File: src/rtl/tp_pkg.sv
package tp_pkg;

  // Value every counter takes when the tables are cleared.
  localparam logic [1:0] CTR_CLEAR = 2'b01;

  // Number of tables and their slots in the bank arrays.
  localparam int NTAB    = 3;
  localparam int TAB_BIM = 0;
  localparam int TAB_PTH = 1;
  localparam int TAB_SEL = 2;

  // One step of a 2-bit saturating counter.
  function automatic logic [1:0] ctr_step(input logic [1:0] c, input logic up);
    if (up) return (c == 2'd3) ? c : c + 2'd1;
    return (c == 2'd0) ? c : c - 2'd1;
  endfunction

endpackage

File: src/rtl/tp_ctr_bank.sv
// One table of 2-bit counters: a synchronous lookup read, a synchronous
// read for update, and a single write port.
// An update reads its counter on one edge and writes it on the next. The old
// value seen by the write stage is forwarded from the write made one edge
// earlier, so back-to-back updates to one entry accumulate.
module tp_ctr_bank import tp_pkg::*; #(
  parameter int IDX_W = 8
) (
  input  logic             clk,
  input  logic             init_en,
  input  logic [IDX_W-1:0] init_idx,
  input  logic             lk_en,
  input  logic [IDX_W-1:0] lk_idx,
  output logic [1:0]       lk_ctr,
  input  logic             rd_en,
  input  logic [IDX_W-1:0] rd_idx,
  output logic [1:0]       old_ctr,
  input  logic             wr_en,
  input  logic [IDX_W-1:0] wr_idx,
  input  logic [1:0]       wr_ctr
);
  localparam int DEPTH = 1 << IDX_W;

  logic [1:0] mem [DEPTH];
  logic [1:0] lk_q;
  logic [1:0] rd_q;
  logic [1:0] fwd_val;
  logic       fwd_hit;

  always_ff @(posedge clk) begin
    if (init_en)     mem[init_idx] <= CTR_CLEAR;
    else if (wr_en)  mem[wr_idx]   <= wr_ctr;
  end

  always_ff @(posedge clk) begin
    if (lk_en) lk_q <= mem[lk_idx];
  end

  always_ff @(posedge clk) begin
    if (rd_en) begin
      rd_q    <= mem[rd_idx];
      fwd_hit <= wr_en && !init_en && (wr_idx == rd_idx);
      fwd_val <= wr_ctr;
    end
  end

  assign lk_ctr  = lk_q;
  assign old_ctr = fwd_hit ? fwd_val : rd_q;

endmodule

File: src/rtl/tp_hist.sv
// Per-thread history registers. The prediction of a lookup is shifted in one
// edge after the lookup, and is bypassed to a same-thread lookup in that
// cycle. A repair from a mispredicted update takes priority over the shift.
module tp_hist #(
  parameter int HIST_W = 8,
  parameter int NTHR   = 2,
  parameter int TID_W  = 1
) (
  input  logic              clk,
  input  logic              rst,
  input  logic [TID_W-1:0]  lk_tid,
  output logic [HIST_W-1:0] lk_hist,
  input  logic              pend_v,
  input  logic [TID_W-1:0]  pend_tid,
  input  logic              pend_dir,
  input  logic              fix_v,
  input  logic [TID_W-1:0]  fix_tid,
  input  logic [HIST_W-1:0] fix_hist
);
  logic [HIST_W-1:0] hist_q [NTHR];
  logic [HIST_W-1:0] sel_h;

  always_ff @(posedge clk) begin
    for (int t = 0; t < NTHR; t++) begin
      if (rst)
        hist_q[t] <= '0;
      else if (fix_v && fix_tid == TID_W'(t))
        hist_q[t] <= fix_hist;
      else if (pend_v && pend_tid == TID_W'(t))
        hist_q[t] <= {hist_q[t][HIST_W-2:0], pend_dir};
    end
  end

  assign sel_h   = hist_q[lk_tid];
  assign lk_hist = (pend_v && pend_tid == lk_tid) ? {sel_h[HIST_W-2:0], pend_dir} : sel_h;

endmodule

File: src/rtl/tourney_pred.sv
// Two-thread tournament direction predictor: an address-indexed table, a
// history-indexed table and an address-indexed selector, all shared.
// Requires HIST_W <= IDX_W <= PC_W and HIST_W >= 2.
module tourney_pred import tp_pkg::*; #(
  parameter int PC_W   = 16,
  parameter int IDX_W  = 8,
  parameter int HIST_W = 8,
  parameter int NTHR   = 2,
  parameter int TID_W  = (NTHR > 1) ? $clog2(NTHR) : 1
) (
  input  logic              clk,
  input  logic              rst,
  output logic              ready,
  input  logic              lk_valid,
  input  logic [PC_W-1:0]   lk_pc,
  input  logic [TID_W-1:0]  lk_tid,
  output logic              pr_valid,
  output logic              pr_taken,
  output logic              pr_bim,
  output logic              pr_path,
  output logic [HIST_W-1:0] pr_hist,
  input  logic              up_valid,
  input  logic [PC_W-1:0]   up_pc,
  input  logic [TID_W-1:0]  up_tid,
  input  logic              up_taken,
  input  logic              up_pred,
  input  logic              up_bim,
  input  logic              up_path,
  input  logic [HIST_W-1:0] up_hist
);
  localparam int NSLICE = (PC_W + IDX_W - 1) / IDX_W;

  // XOR of the IDX_W-bit slices of an address.
  function automatic logic [IDX_W-1:0] pc_index(input logic [PC_W-1:0] pc);
    logic [IDX_W-1:0] r;
    r = '0;
    for (int k = 0; k < NSLICE; k++) r ^= IDX_W'(pc >> (k * IDX_W));
    return r;
  endfunction

  // ---------------- table clearing after reset ----------------
  logic [IDX_W-1:0] init_idx;
  logic             ready_q;

  always_ff @(posedge clk) begin
    if (rst) begin
      init_idx <= '0;
      ready_q  <= 1'b0;
    end else if (!ready_q) begin
      init_idx <= init_idx + IDX_W'(1);
      if (&init_idx) ready_q <= 1'b1;
    end
  end

  logic lk_fire, up_fire;
  assign lk_fire = lk_valid & ready_q;
  assign up_fire = up_valid & ready_q;

  // ---------------- lookup side ----------------
  logic [HIST_W-1:0] lk_hist;
  logic [IDX_W-1:0]  lk_aidx, lk_pidx;
  logic              pv_q;
  logic [TID_W-1:0]  ptid_q;
  logic [HIST_W-1:0] phist_q;
  logic              pred;

  assign lk_aidx = pc_index(lk_pc);
  assign lk_pidx = lk_aidx ^ IDX_W'(lk_hist);

  always_ff @(posedge clk) begin
    if (rst) pv_q <= 1'b0;
    else     pv_q <= lk_fire;
  end

  always_ff @(posedge clk) begin
    if (lk_fire) begin
      ptid_q  <= lk_tid;
      phist_q <= lk_hist;
    end
  end

  // ---------------- update side ----------------
  logic [IDX_W-1:0] up_aidx, up_pidx;
  logic             u_v, u_taken, u_sel_en, u_sel_up;
  logic [IDX_W-1:0] u_aidx, u_pidx;
  logic             fix_v;
  logic [HIST_W-1:0] fix_hist;

  assign up_aidx  = pc_index(up_pc);
  assign up_pidx  = up_aidx ^ IDX_W'(up_hist);
  assign fix_v    = up_fire & (up_taken ^ up_pred);
  assign fix_hist = {up_hist[HIST_W-2:0], up_taken};

  always_ff @(posedge clk) begin
    if (rst) u_v <= 1'b0;
    else     u_v <= up_fire;
  end

  always_ff @(posedge clk) begin
    if (up_fire) begin
      u_aidx   <= up_aidx;
      u_pidx   <= up_pidx;
      u_taken  <= up_taken;
      u_sel_en <= up_bim ^ up_path;
      u_sel_up <= (up_path == up_taken);
    end
  end

  // ---------------- history registers ----------------
  tp_hist #(.HIST_W(HIST_W), .NTHR(NTHR), .TID_W(TID_W)) u_hist (
    .clk      (clk),
    .rst      (rst),
    .lk_tid   (lk_tid),
    .lk_hist  (lk_hist),
    .pend_v   (pv_q),
    .pend_tid (ptid_q),
    .pend_dir (pred),
    .fix_v    (fix_v),
    .fix_tid  (up_tid),
    .fix_hist (fix_hist)
  );

  // ---------------- the three counter tables ----------------
  logic [IDX_W-1:0] lk_idx_a [NTAB];
  logic [IDX_W-1:0] rd_idx_a [NTAB];
  logic [IDX_W-1:0] wr_idx_a [NTAB];
  logic [1:0]       lk_ctr_a [NTAB];
  logic [1:0]       old_a    [NTAB];
  logic [1:0]       wr_ctr_a [NTAB];
  logic             wr_en_a  [NTAB];

  for (genvar g = 0; g < NTAB; g++) begin : g_tab
    if (g == TAB_PTH) begin : g_path
      assign lk_idx_a[g] = lk_pidx;
      assign rd_idx_a[g] = up_pidx;
      assign wr_idx_a[g] = u_pidx;
    end else begin : g_addr
      assign lk_idx_a[g] = lk_aidx;
      assign rd_idx_a[g] = up_aidx;
      assign wr_idx_a[g] = u_aidx;
    end

    if (g == TAB_SEL) begin : g_sel
      assign wr_en_a[g]  = u_v & u_sel_en;
      assign wr_ctr_a[g] = ctr_step(old_a[g], u_sel_up);
    end else begin : g_dir
      assign wr_en_a[g]  = u_v;
      assign wr_ctr_a[g] = ctr_step(old_a[g], u_taken);
    end

    tp_ctr_bank #(.IDX_W(IDX_W)) u_bank (
      .clk      (clk),
      .init_en  (!ready_q),
      .init_idx (init_idx),
      .lk_en    (lk_fire),
      .lk_idx   (lk_idx_a[g]),
      .lk_ctr   (lk_ctr_a[g]),
      .rd_en    (up_fire),
      .rd_idx   (rd_idx_a[g]),
      .old_ctr  (old_a[g]),
      .wr_en    (wr_en_a[g]),
      .wr_idx   (wr_idx_a[g]),
      .wr_ctr   (wr_ctr_a[g])
    );
  end

  assign pred = lk_ctr_a[TAB_SEL][1] ? lk_ctr_a[TAB_PTH][1] : lk_ctr_a[TAB_BIM][1];

  assign ready    = ready_q;
  assign pr_valid = pv_q;
  assign pr_taken = pred;
  assign pr_bim   = lk_ctr_a[TAB_BIM][1];
  assign pr_path  = lk_ctr_a[TAB_PTH][1];
  assign pr_hist  = phist_q;

endmodule

File: config.mk
export PLATFORM = sky130hd
export DESIGN_NAME = tourney_pred
export DESIGN_NICKNAME = d
export VERILOG_FILES = /design/src/rtl/tp_pkg.sv /design/src/rtl/tp_ctr_bank.sv /design/src/rtl/tp_hist.sv /design/src/rtl/tourney_pred.sv
export SDC_FILE = /design/constraint.sdc
export NUM_CORES = 2
export LEC_CHECK = 0
export BUFFER_PORTS_ARGS = -buffer_cell sky130_fd_sc_hd__buf_4
export CORE_MARGIN = 5
export CORE_UTILIZATION = 59
export CTS_BUF_LIST = sky130_fd_sc_hd__clkbuf_8
export DETAILED_ROUTE_END_ITERATION = 10
export GPL_ROUTABILITY_DRIVEN = 0
export GPL_TIMING_DRIVEN = 1
export PLACE_DENSITY = 0.78
export REMOVE_ABC_BUFFERS = 1
export SLEW_MARGIN = 0
export SYNTH_ARGS = -nofsm -noshare
export SYNTH_HDL_FRONTEND = slang
export SYNTH_SLANG_ARGS = --single-unit
File: constraint.sdc
create_clock -name clk -period 5 [get_ports clk]
set_input_delay 0 -clock clk [delete_from_list [all_inputs] [get_ports clk]]
set_output_delay 0 -clock clk [all_outputs]
set_load 0.03 [all_outputs]
==> qor.txt <==
Final setup fails - 0
Flops & latches, synth - 1609
CTS tree - done
Hold endpoint - u_aidx[2]
Filler cells - 7874
Critical path type - in -> reg
CP Launch Type - input pin
Crit path from - up_pc[0]
DPL Wire Length - 113 mm
Fin crit period - 4.60 ns
Die Y-Extent - 360 µm
Via density per instance - 6.88
Worst Setup End Kind - flop
FF+latch area - 0.0482 mm²
Vias in the first global route - 43800
Slew @ Worst Pin - 1.22 ns
Placed cells - 5707
IO Count - 63
Max H-tree Level - 5
Drt wl/cell - 30.6 µm
Cts bufs inserted - 274
Initial Util - 59.4%
DRT iter0 DRCs - 6219
Final Cell Area - 0.0808 mm²
Max_slew headroom - 18.1%
Clock Latency Late Sink - 0.98 ns
Core area - 0.122 mm²
Number of max-cap violations - 0
Die Wd - 360 µm
Fin. max-slew vios - 0
Total die area - 0.130 mm²
Critical path peak fanout - 40
Hold_sp - up_pc[2]
R2r endpoint - g_tab[1].u_bank.lk_ctr[1]
Total chip power - 0.0279 W
R2R cell count - 11
Global Route Usage Sum - 29.5%
Hold Crit Class - in -> reg
I/O Buffers - 62
CTS max path bufs - 4
Drt drc - 0
Ys flop type - edfxtp_1
Final period utilization - 92.0%
CTS Sinks - 1609
Register area share after synthesis - 66.6%
Critical path cell sequence - dlygate4sd3_1 > buf_4 > dlygate4sd3_1 > xnor2_2 > dlygate4sd3_1 > inv_2 > xnor2_2 > buf_12 > mux4_2 > mux4_2 > mux4_2 > a211oi_1 > a21oi_1
Final nets - 4465
Crit path largest cell delay - 0.73 ns
Static Leak - 26.1 nW
Post-Syn Area - 0.0724 mm²
Slowest stage cell, crit path - xnor2_2
Layout cells sized above 1 - 28.6%
Postcts setup bufs - 0
Cell at the root of the clock tree - clkbuf_8
Status - complete, no violations
Final Non-Filler Cells - 6222
CP delay by family, top - buffers and inverters
Initial DRT Pass Iterations - 6
Internal reg-to-reg setup slack - 0.66 ns
Routed Antenna Nets - 0
Maximum clock rate - 0.217 GHz
Vias - 42800
Syn_area_per_cell - 17.5 µm²
Initial antenna violation count - 6
First-pass GRT wire length - 283 mm
Hold Path Depth - 4
Skew final - 0.0677 ns
Buf/Inv on CP - 6
Final hold viol count - 0
Final WL - 190 mm
Crit path DAT - 5.30 ns
Post-synth EDFFs - 1598
Power density cells - 346 mW/mm²
Async SR Flop Fraction - 0%
RSZ-0062 raised after global routing - no
Yosys top cell area share - 66.3%
Max IR drop VDD - 0.000310 V
Row cnt - 128
Largest net degree at the start of global routing - 213
Area of the multi-input gates - 0.0232 mm²
Synthesis-to-layout area growth - 11.6%
Area contributors post-synth - edfxtp_1, mux4_2, nor2_1
Cell taking the most area after synthesis - edfxtp_1
Synth unique cells - 59
Placement Cell Area - 0.0755 mm²
YS warnings - 0
CTS clock-pin slew for the worst setup and hold paths - 0.06 ns
GRT overflow - 0
Worst reg2reg path startpoint - ptid_q
Synth Instances - 4144
Critical path required time - 5.70 ns
-- cells by family after synthesis --
| logic type | synth area share, % |
|---|---|
| compound gates | 1.51 |
| xor+xnor | 0.830 |
| fa+ha+maj | 0.0864 |
| buf+inv | 1.78 |
| flops | 66.6 |
| mux | 22.2 |
| simple gates | 6.94 |
-- power by group --
part	internal, W	total [W]	switching (W)	leakage, nW
sequential	0.0146	0.0147	0.0000132	15.6
combinational	0.00103	0.00264	0.00161	7.68
clock	0.00547	0.0107	0.00518	2.73
total	0.0211	0.0279	0.00681	26.1
-- how the worst max path moves through the flow --
stage / to / slack, ns / depth (start not counted)
after floorplan: g_tab[1].u_bank.rd_q[1] / -31.85 / 9
after global placement: g_tab[1].u_bank.lk_ctr[1] / 0.85 / 11
after detailed placement: g_tab[1].u_bank.lk_ctr[1] / 0.79 / 11
after CTS: g_tab[1].u_bank.rd_q[1] / 0.51 / 14
after global routing: g_tab[1].u_bank.rd_q[1] / 0.34 / 14
final: g_tab[1].u_bank.rd_q[1] / 0.40 / 13
-- per-layer routing --
metal | up-vias | share of wire [%] | track usage [%]
met2 | 3200 | 47 | 45.5
met4 | 6 | 4.7 | 12.4
met1 | 21800 | 35 | 40.6
met3 | 607 | 14 | 8.05
li1 | 17100 | - | -
met5 | - | 0.019 | 0
-- metrics by stage --
step | utilization (%) | hold slack [ns] | TNS, ns | worst slack (ns)
detailed placement | 61.9 | 0.296 | 0 | 0.791
CTS | 66.3 | 0.00629 | 0 | 0.513
global route | 66.3 | 0.0596 | 0 | 0.335
floorplan | - | 0.0716 | -818.65 | -31.85
global placement | 61.9 | 0.295 | 0 | 0.852
finish | 66.3 | 0.0939 | 0 | 0.402
-- area by class of cell --
class | instances | area share (%)
multi-input combinational | 2222 | 28.7
timing repair buffer | 286 | 3.16
tap | 1625 | 2.52
sequential | 1609 | 59.7
antenna | 5 | 0.0155
clock buffer | 283 | 4.82
clock inverter | 171 | 1.02
inverter | 21 | 0.101
-- cell usage after synthesis (6+ instances only) --
master and n:
and3_1 30, mux4_2 709, clkbuf_1 196, a31oi_1 41, xor2_1 27, and2_1 9
nor3_1 6, nand3b_1 8, a21oi_1 27, xnor2_1 36, nand2_1 314, buf_1 23
nand2b_1 10, buf_4 8, o21ai_1 6, dfxtp_1 11, buf_2 64, a22oi_1 9
a311oi_1 6, o21ai_0 30, mux2i_1 10, a22o_1 8, o31ai_1 16, edfxtp_1 1598
nor2_1 820, inv_1 16, nand3_1 37, nand4_1 6
-- sequential cells by signal, summed over array words and instances (netlist names), 3 cells and up --
register and count:
u_hist.hist_q 16, g_tab.u_bank.fwd_val 6, g_tab.u_bank.rd_q 6, g_tab.u_bank.fwd_hit 3
init_idx 8, g_tab.u_bank.mem 1536, pr_hist 8, g_tab.u_bank.lk_ctr 3
u_pidx 8, u_aidx 8
-- worst min-delay path, stage by stage --
cell and delay, ns:
buf_4 0.10, xor2_4 0.18, buf_4 0.22, buf_12 0.22
-- timing repair --
action | 4_1_cts | 5_1_grt
endpoints found under the hold margin | 91 | 0
hold buffers | 56 | 0
gates resized for setup | 0 | 0
-- cells in the final DEF, fill, tap and decap left out, types with 7 or more instances in the layout --
cell type | Yosys | routed
clkbuf_8 | 0 | 283
xnor2_2 | 2 | 14
mux2i_1 | 10 | 10
dfxtp_1 | 11 | 11
a31oi_1 | 41 | 41
edfxtp_1 | 1598 | 1598
nand2_1 | 314 | 314
xnor2_1 | 36 | 24
mux4_2 | 709 | 709
buf_4 | 8 | 209
clkinv_2 | 0 | 33
o31ai_1 | 16 | 14
o21ai_0 | 30 | 28
and3_1 | 30 | 30
nor2_1 | 820 | 820
xor2_1 | 27 | 18
inv_1 | 16 | 93
a22o_1 | 8 | 8
clkinv_1 | 1 | 54
nand3b_1 | 8 | 8
a21oi_1 | 27 | 27
buf_12 | 0 | 21
nand3_1 | 37 | 37
a22oi_1 | 9 | 9
dlygate4sd3_1 | 0 | 56
nand2b_1 | 10 | 7
Power figures use the tool's default switching activity.
